## config.mk

```make
export PLATFORM = sky130hd
export DESIGN_NAME = itrace_serializer
export DESIGN_NICKNAME = d
export VERILOG_FILES = /design/src/rtl/itrace_pkg.sv /design/src/rtl/itrace_regs.sv /design/src/rtl/itrace_accept.sv /design/src/rtl/itrace_fifo.sv /design/src/rtl/itrace_uart_tx.sv /design/src/rtl/itrace_serializer.sv
export SDC_FILE = /design/constraint.sdc
export NUM_CORES = 1
export LEC_CHECK = 0
export BUFFER_PORTS_ARGS = -buffer_cell sky130_fd_sc_hd__buf_4
export CAP_MARGIN = 20
export CORE_MARGIN = 1
export CORE_UTILIZATION = 46
export DETAILED_ROUTE_END_ITERATION = 8
export GPL_ROUTABILITY_DRIVEN = 1
export PLACE_DENSITY = 0.67
export SLEW_MARGIN = 0
export SYNTH_ARGS = -nofsm -noshare
export SYNTH_HDL_FRONTEND = slang
export SYNTH_SLANG_ARGS = --single-unit
```

## constraint.sdc

```tcl
create_clock -name clk -period 9.5 [get_ports clk]
set_clock_uncertainty 0.2 [all_clocks]
set_input_delay 0.475 -clock clk [delete_from_list [all_inputs] [get_ports clk]]
set_output_delay 0.475 -clock clk [all_outputs]
set_load 0.02 [all_outputs]
```

## src/rtl/itrace_pkg.sv

```systemverilog
package itrace_pkg;

    localparam logic [31:0] UNLOCK_KEY = 32'hC5AC_CE55;
    localparam logic [1:0]  PROTO_NRZ  = 2'd2;
    localparam int          FRAME_BITS = 20;

    typedef enum logic [2:0] {
        REG_LOCK  = 3'd0,
        REG_CTRL  = 3'd1,
        REG_MASK  = 3'd2,
        REG_PRESC = 3'd3,
        REG_PROTO = 3'd4
    } reg_addr_e;

    typedef enum logic {
        TX_IDLE = 1'b0,
        TX_SEND = 1'b1
    } tx_state_e;

    typedef struct packed {
        logic [4:0] port;
        logic [7:0] data;
    } pkt_t;

    // one-byte payload size code in the low bits, port number above
    function automatic logic [7:0] hdr_byte(input logic [4:0] port);
        return {port, 3'b001};
    endfunction

endpackage

```

## src/rtl/itrace_regs.sv

```systemverilog
module itrace_regs
    import itrace_pkg::*;
#(
    parameter int NPORT   = 4,
    parameter int PRESC_W = 16
) (
    input  logic               clk,
    input  logic               rst,
    input  logic               we,
    input  logic [2:0]         addr,
    input  logic [31:0]        wdata,
    output logic [31:0]        rdata,
    output logic               locked,
    output logic               enable,
    output logic [NPORT-1:0]   mask,
    output logic [PRESC_W-1:0] presc,
    output logic [1:0]         proto
);

    always_ff @(posedge clk) begin
        if (rst) begin
            locked <= 1'b1;
            enable <= 1'b0;
            mask   <= '0;
            presc  <= '0;
            proto  <= '0;
        end else if (we) begin
            if (reg_addr_e'(addr) == REG_LOCK) begin
                locked <= (wdata != UNLOCK_KEY);
            end else if (!locked) begin
                case (reg_addr_e'(addr))
                    REG_CTRL:  enable <= wdata[0];
                    REG_MASK:  mask   <= wdata[NPORT-1:0];
                    REG_PRESC: presc  <= wdata[PRESC_W-1:0];
                    REG_PROTO: proto  <= wdata[1:0];
                    default: ;
                endcase
            end
        end
    end

    always_comb begin
        rdata = '0;
        case (reg_addr_e'(addr))
            REG_LOCK:  rdata[0]           = locked;
            REG_CTRL:  rdata[0]           = enable;
            REG_MASK:  rdata[NPORT-1:0]   = mask;
            REG_PRESC: rdata[PRESC_W-1:0] = presc;
            REG_PROTO: rdata[1:0]         = proto;
            default: ;
        endcase
    end

endmodule

```

## src/rtl/itrace_accept.sv

```systemverilog
module itrace_accept #(
    parameter int NPORT = 4,
    parameter int DEPTH = 4,
    localparam int CW   = $clog2(DEPTH + 1)
) (
    input  logic [NPORT-1:0] stim_wr,
    input  logic             enable,
    input  logic [NPORT-1:0] mask,
    input  logic [CW-1:0]    free,
    output logic [NPORT-1:0] accept
);

    logic [CW-1:0] taken;

    // lowest port claims free entries first
    always_comb begin
        taken  = '0;
        accept = '0;
        for (int i = 0; i < NPORT; i++) begin
            if (stim_wr[i] && enable && mask[i] && (taken < free)) begin
                accept[i] = 1'b1;
                taken     = taken + CW'(1);
            end
        end
    end

endmodule

```

## src/rtl/itrace_fifo.sv

```systemverilog
module itrace_fifo
    import itrace_pkg::*;
#(
    parameter int NPORT = 4,
    parameter int DEPTH = 4,
    localparam int AW   = $clog2(DEPTH),
    localparam int CW   = $clog2(DEPTH + 1)
) (
    input  logic               clk,
    input  logic               rst,
    input  logic [NPORT-1:0]   push,
    input  logic [NPORT*8-1:0] push_data,
    input  logic               pop,
    output pkt_t               head,
    output logic [CW-1:0]      count
);

    pkt_t          mem [DEPTH];
    logic [AW-1:0] wr_ptr;
    logic [AW-1:0] rd_ptr;
    logic [AW-1:0] slot [NPORT];
    logic [CW-1:0] npush;

    // each pushing port gets the next consecutive slot in port order
    always_comb begin
        npush = '0;
        for (int i = 0; i < NPORT; i++) begin
            slot[i] = wr_ptr + AW'(npush);
            if (push[i]) npush = npush + CW'(1);
        end
    end

    always_ff @(posedge clk) begin
        for (int i = 0; i < NPORT; i++) begin
            if (push[i]) begin
                mem[slot[i]] <= '{port: 5'(i), data: push_data[i*8 +: 8]};
            end
        end
    end

    always_ff @(posedge clk) begin
        if (rst) begin
            wr_ptr <= '0;
            rd_ptr <= '0;
            count  <= '0;
        end else begin
            wr_ptr <= wr_ptr + AW'(npush);
            if (pop) rd_ptr <= rd_ptr + AW'(1);
            count  <= count + npush - CW'(pop);
        end
    end

    assign head = mem[rd_ptr];

endmodule

```

## src/rtl/itrace_uart_tx.sv

```systemverilog
module itrace_uart_tx
    import itrace_pkg::*;
#(
    parameter int PRESC_W = 16
) (
    input  logic               clk,
    input  logic               rst,
    input  logic               run_ok,
    input  logic               fifo_empty,
    input  pkt_t               head,
    input  logic [PRESC_W-1:0] presc,
    output logic               pop,
    output logic               busy,
    output logic               tx
);

    tx_state_e                 state;
    logic [FRAME_BITS-1:0]     shreg;
    logic [4:0]                bitn;
    logic [PRESC_W-1:0]        divcnt;

    assign pop  = (state == TX_IDLE) && !fifo_empty && run_ok;
    assign busy = (state == TX_SEND);
    assign tx   = busy ? shreg[0] : 1'b1;

    always_ff @(posedge clk) begin
        if (rst) begin
            state  <= TX_IDLE;
            shreg  <= '1;
            bitn   <= '0;
            divcnt <= '0;
        end else begin
            case (state)
                TX_IDLE: begin
                    if (pop) begin
                        // header frame in the low ten bits, payload frame above
                        shreg  <= {1'b1, head.data, 1'b0,
                                   1'b1, hdr_byte(head.port), 1'b0};
                        bitn   <= '0;
                        divcnt <= '0;
                        state  <= TX_SEND;
                    end
                end
                TX_SEND: begin
                    if (divcnt >= presc) begin
                        divcnt <= '0;
                        shreg  <= {1'b1, shreg[FRAME_BITS-1:1]};
                        if (bitn == 5'(FRAME_BITS - 1)) begin
                            state <= TX_IDLE;
                        end else begin
                            bitn <= bitn + 5'd1;
                        end
                    end else begin
                        divcnt <= divcnt + PRESC_W'(1);
                    end
                end
                default: state <= TX_IDLE;
            endcase
        end
    end

endmodule

```

## src/rtl/itrace_serializer.sv

```systemverilog
module itrace_serializer
    import itrace_pkg::*;
#(
    parameter int NPORT   = 4,
    parameter int DEPTH   = 4,
    parameter int PRESC_W = 16,
    localparam int CW     = $clog2(DEPTH + 1)
) (
    input  logic               clk,
    input  logic               rst,
    input  logic               cfg_we,
    input  logic [2:0]         cfg_addr,
    input  logic [31:0]        cfg_wdata,
    output logic [31:0]        cfg_rdata,
    input  logic [NPORT-1:0]   stim_wr,
    input  logic [NPORT*8-1:0] stim_data,
    output logic [NPORT-1:0]   stim_ready,
    output logic               tx_out
);

    logic               locked;
    logic               cfg_enable;
    logic [NPORT-1:0]   mask;
    logic [PRESC_W-1:0] presc;
    logic [1:0]         proto;
    logic [NPORT-1:0]   accept;
    logic [CW-1:0]      fifo_count;
    logic [CW-1:0]      free;
    logic               fifo_pop;
    logic               tx_busy;
    pkt_t               head;

    itrace_regs #(.NPORT(NPORT), .PRESC_W(PRESC_W)) u_regs (
        .clk(clk), .rst(rst), .we(cfg_we), .addr(cfg_addr), .wdata(cfg_wdata),
        .rdata(cfg_rdata), .locked(locked), .enable(cfg_enable), .mask(mask),
        .presc(presc), .proto(proto)
    );

    assign free       = CW'(DEPTH) - fifo_count;
    assign stim_ready = {NPORT{fifo_count < CW'(DEPTH)}};

    itrace_accept #(.NPORT(NPORT), .DEPTH(DEPTH)) u_accept (
        .stim_wr(stim_wr), .enable(cfg_enable), .mask(mask), .free(free),
        .accept(accept)
    );

    itrace_fifo #(.NPORT(NPORT), .DEPTH(DEPTH)) u_fifo (
        .clk(clk), .rst(rst), .push(accept), .push_data(stim_data),
        .pop(fifo_pop), .head(head), .count(fifo_count)
    );

    itrace_uart_tx #(.PRESC_W(PRESC_W)) u_tx (
        .clk(clk), .rst(rst), .run_ok(proto == PROTO_NRZ),
        .fifo_empty(fifo_count == '0), .head(head), .presc(presc),
        .pop(fifo_pop), .busy(tx_busy), .tx(tx_out)
    );

endmodule

```

==> results by group <==
Status
  – Outcome: completed

Power
  – Internal: 0.973 mW
  – Flop pwr share: 0.406
  – Sw Ratio: 0.211
  – Sw Pwr: 0.260 mW
  – Cell area power density: 144 nW/um^2
  – Total Power: 1.23 mW
  – Combinational power share: 0.061
  – Max VDD drop: 0.143 mV
  – Clk pwr share: 0.533
  – Pleak: 3.68 nW

Global route
  – Largest net degree at the start of global routing: 44
  – Vias in the first global route: 5,647
  – GRT overflow: 0
  – First-pass GRT wire length: 28.6 mm
  – Initial antenna violation count: 0
  – Total GRT Usage: 0.224

Die
  – Core ar.: 15,200 um^2
  – Initial Util: 0.471
  – Die ar.: 16,100 um^2
  – Die Span X: 127 um
  – IO Count: 111
  – Row count: 45
  – Die height: 127 um

Place
  – I/O Buffers: 94
  – DPL Wire Length: 12.2 mm
  – Dpl cell area: 7900 um^2
  – # placed instances: 1,041
  – Worst slack at placement: 3.59 ns
  – Gpl congestion: 0.796

CTS
  – Htree depth: 4
  – Post-CTS Resized: 0
  – CTS root buf: clkbuf_16
  – Clk_lat worst skew: 0.41 ns
  – Maximum buffer depth of the clock tree: 2
  – CTS Buf Count: 17
  – CTS tree: yes
  – # clock sinks: 114
  – Reg clk slew, reported paths: 0.06 ns
  – Post-CTS Hold Buffers: 0
  – Post-CTS setup buffer count: 0

Cells and area
  – N_diodes: 0
  – Fillers: 1,388
  – Fin nets: 982
  – Design area: 8540 um^2
  – Cell Count, Final, Fillers Out: 1,075
  – Core Util, Final: 0.562
  – Area added between synthesis and finish: 19.2%
  – Share of cells above drive strength 1: 0.186

Timing
  – Final setup vio count: 0
  – Final Cycle Share: 0.630
  – Fmax: 167 MHz
  – Slew HR: 0.361
  – Setup TNS: 0 ns
  – Final Hold Fails: 0
  – Worst slew pin tran: 0.946 ns
  – RSZ-0062 raised after global routing: false
  – Slew Limit Fails: 0
  – Hold_ws: 0.118 ns
  – Min cycle time layout: 5.98 ns
  – Setup ws final: 3.52 ns

Routing
  – Vias per inst: 5.51
  – Via Count: 5,920
  – Wirelength per Cell: 15.8 um
  – DR iter-0 viols: 351
  – Final ANT Viol Nets: 0
  – Drt total wl: 17.0 mm
  – Drc violations: 0
  – First-pass iteration count of the detailed router: 4

Synthesis
  – Synth top area cells: dfxtp_1 (23%), edfxtp_1 (13%), mux2i_1 (8.9%), ha_1 (5.8%), a21oi_1 (4.2%)
  – Synth Area in Simple Gates: 0.184
  – Cell count after synthesis: 799
  – Area fraction of the dominant cell type after synthesis: 0.229
  – Area of the mapped netlist: 7170 um^2
  – Main combinational cell family by area after synthesis: simple AND/OR/NAND/NOR gates
  – Synth warn: 0
  – Number of flops mapped to enable cells by yosys: 32
  – Synth area leader: dfxtp_1
  – Average footprint of a synthesized cell: 8.97 um^2
  – Post-synthesis compound-gate area fraction: 0.137
  – Sequential fraction of the synthesis area: 0.363
  – Synth Register Bits: 114
  – Post-Synth Adder-Cell Area: 0.0604
  – Synth unique cells: 64
  – Ys flop type: dfxtp_1
  – Mux cell area share after synthesis: 0.156
  – Post-synthesis xor/xnor area fraction: 0.0281
  – Asr flop ratio synth: 0

Run
  – MaxCap Viol Count: 0

Critical path
  – CP max FO: 12
  – Worst Path Buf+Inv: 3
  – CP arrival: 6.12 ns
  – Delay-heaviest family, CP: adder cells
  – CP Class: reg2reg
  – Slowest CP cell: fa_1
  – Crit path launch type: flop
  – Worst EP required: 9.64 ns
  – CP most frequent cell: ha_1
  – Worst-path cell chain: inv_1 > ha_1 > ha_1 > nand2b_1 > o21bai_1 > inv_1 > ha_1 > xor2_1 > o31a_2 > mux2i_4 > inv_2 > ha_1 > or3_1 > or3_1 > o211ai_2 > nor2_1 > a21oi_1 > ha_1 > fa_1 > xnor2_1 > xnor2_1 > xnor2_1 > nand3_1 > a21oi_1
  – Setup crit end kind: flop
  – Largest stage delay on the critical path: 0.43 ns

Min path
  – Worst hold-check path type: in2reg
==> worst register-to-register path: stages, from the launching register on <==
cell      delay, ns
dfxtp_1        0.35
inv_1          0.10
ha_1           0.24
ha_1           0.37
nand2b_1       0.14
o21bai_1       0.29
inv_1          0.16
ha_1           0.28
xor2_1         0.18
o31a_2         0.39
mux2i_4        0.24
inv_2          0.09
ha_1           0.20
or3_1          0.40
or3_1          0.37
o211ai_2       0.22
nor2_1         0.08
a21oi_1        0.16
ha_1           0.27
fa_1           0.43
xnor2_1        0.18
xnor2_1        0.15
xnor2_1        0.16
nand3_1        0.10
a21oi_1        0.16
==> flip-flops by register name, summed over array words and instances, names as in the netlist, 2 cells and up, named ones only <==
| name | count |
|---|---|
| u_regs.proto | 2 |
| u_regs.mask | 4 |
| u_fifo.count | 3 |
| u_fifo.wr_ptr | 2 |
| u_fifo.mem | 40 |
| u_regs.presc | 16 |
| u_tx.shreg | 19 |
| u_tx.bitn | 5 |
| u_fifo.rd_ptr | 2 |
| u_tx.divcnt | 16 |
==> metal layers <==
metal | share of wire | vias to the layer above | GRT usage
met4 | 0.0093 | 0 | 0.0609
met5 | 0 | - | 0
li1 | - | 3001 | -
met1 | 0.49 | 2779 | 0.313
met3 | 0.039 | 11 | 0.0472
met2 | 0.46 | 129 | 0.350
==> layout by cell type (no fill, tap or decap), drive strengths merged, types with 32 or more instances in the layout <==
cell    netlist  final
mux2i        65     65
edfxtp       32     32
nand2        80     80
nand3        36     36
nor2         63     63
inv          45     45
buf          35    104
a21oi        60     60
dfxtp        82     82
ha           33     33
==> final timing paths <==
kind | startpoint | to | slack (ns) | cells past startpoint
max reg2reg | u_fifo.count[0] | u_fifo.count[2] | 3.52 | 24
max | u_fifo.count[0] | u_fifo.count[2] | 3.52 | 24
min | cfg_wdata[3] | u_regs.mask[3] | 0.12 | 3
min reg2reg | u_regs.presc[9] | u_regs.presc[9] | 0.25 | 2
==> synthesized netlist by cell type (3+ instances only) <==
master	number
a211oi_1	15
a21boi_0	4
a21o_1	4
a21oi_1	60
a41oi_1	3
and2_1	4
and3_1	7
buf_1	6
buf_2	7
buf_4	20
clkbuf_1	28
dfxtp_1	82
edfxtp_1	32
ha_1	33
inv_1	44
mux2_1	7
mux2_4	7
mux2i_1	64
mux4_2	11
nand2_1	80
nand2b_1	6
nand3_1	36
nand3b_1	10
nand4_1	12
nor2_1	63
nor2b_1	5
nor3_1	24
nor4_1	3
nor4bb_1	3
o211ai_1	13
o21ai_0	26
o311ai_0	5
o32ai_1	9
or2_2	3
or3_1	7
xnor2_1	12
xor2_1	11
==> power by group through the flow <==
| stage | combinational [mW] | clock, mW | sequential, mW |
|---|---|---|---|
| final | 0.0750 | 0.658 | 0.500 |
| after global routing | 0.0822 | 0.698 | 0.500 |
| after CTS | 0.0745 | 0.669 | 0.500 |
| after detailed placement | 0.0739 | 0 | 0.510 |
| after global placement | 0.0735 | 0 | 0.510 |
| after floorplan | 0.0402 | 0 | 0.510 |
==> cell families after synthesis <==
logic type                 Yosys count
other                                1
DFF                                114
buffers and inverters              110
xor gates and xnor gates            23
adders and majority gates           34
AOI/OAI and AO/OA                  153
and+or+nand+nor                    272
muxes                               92
==> layout make-up <==
| class | instances | area [um^2] | share of cell area |
|---|---|---|---|
| clock buffers | 23 | 488 | 0.0572 |
| clock inverters | 9 | 128 | 0.0149 |
| inverters | 47 | 176 | 0.0207 |
| multi-input cells | 590 | 4120 | 0.483 |
| flip-flops and latches | 114 | 2600 | 0.305 |
| well taps | 188 | 235 | 0.0275 |
| repair buffers | 104 | 788 | 0.0923 |
Power figures use the tool's default switching activity.
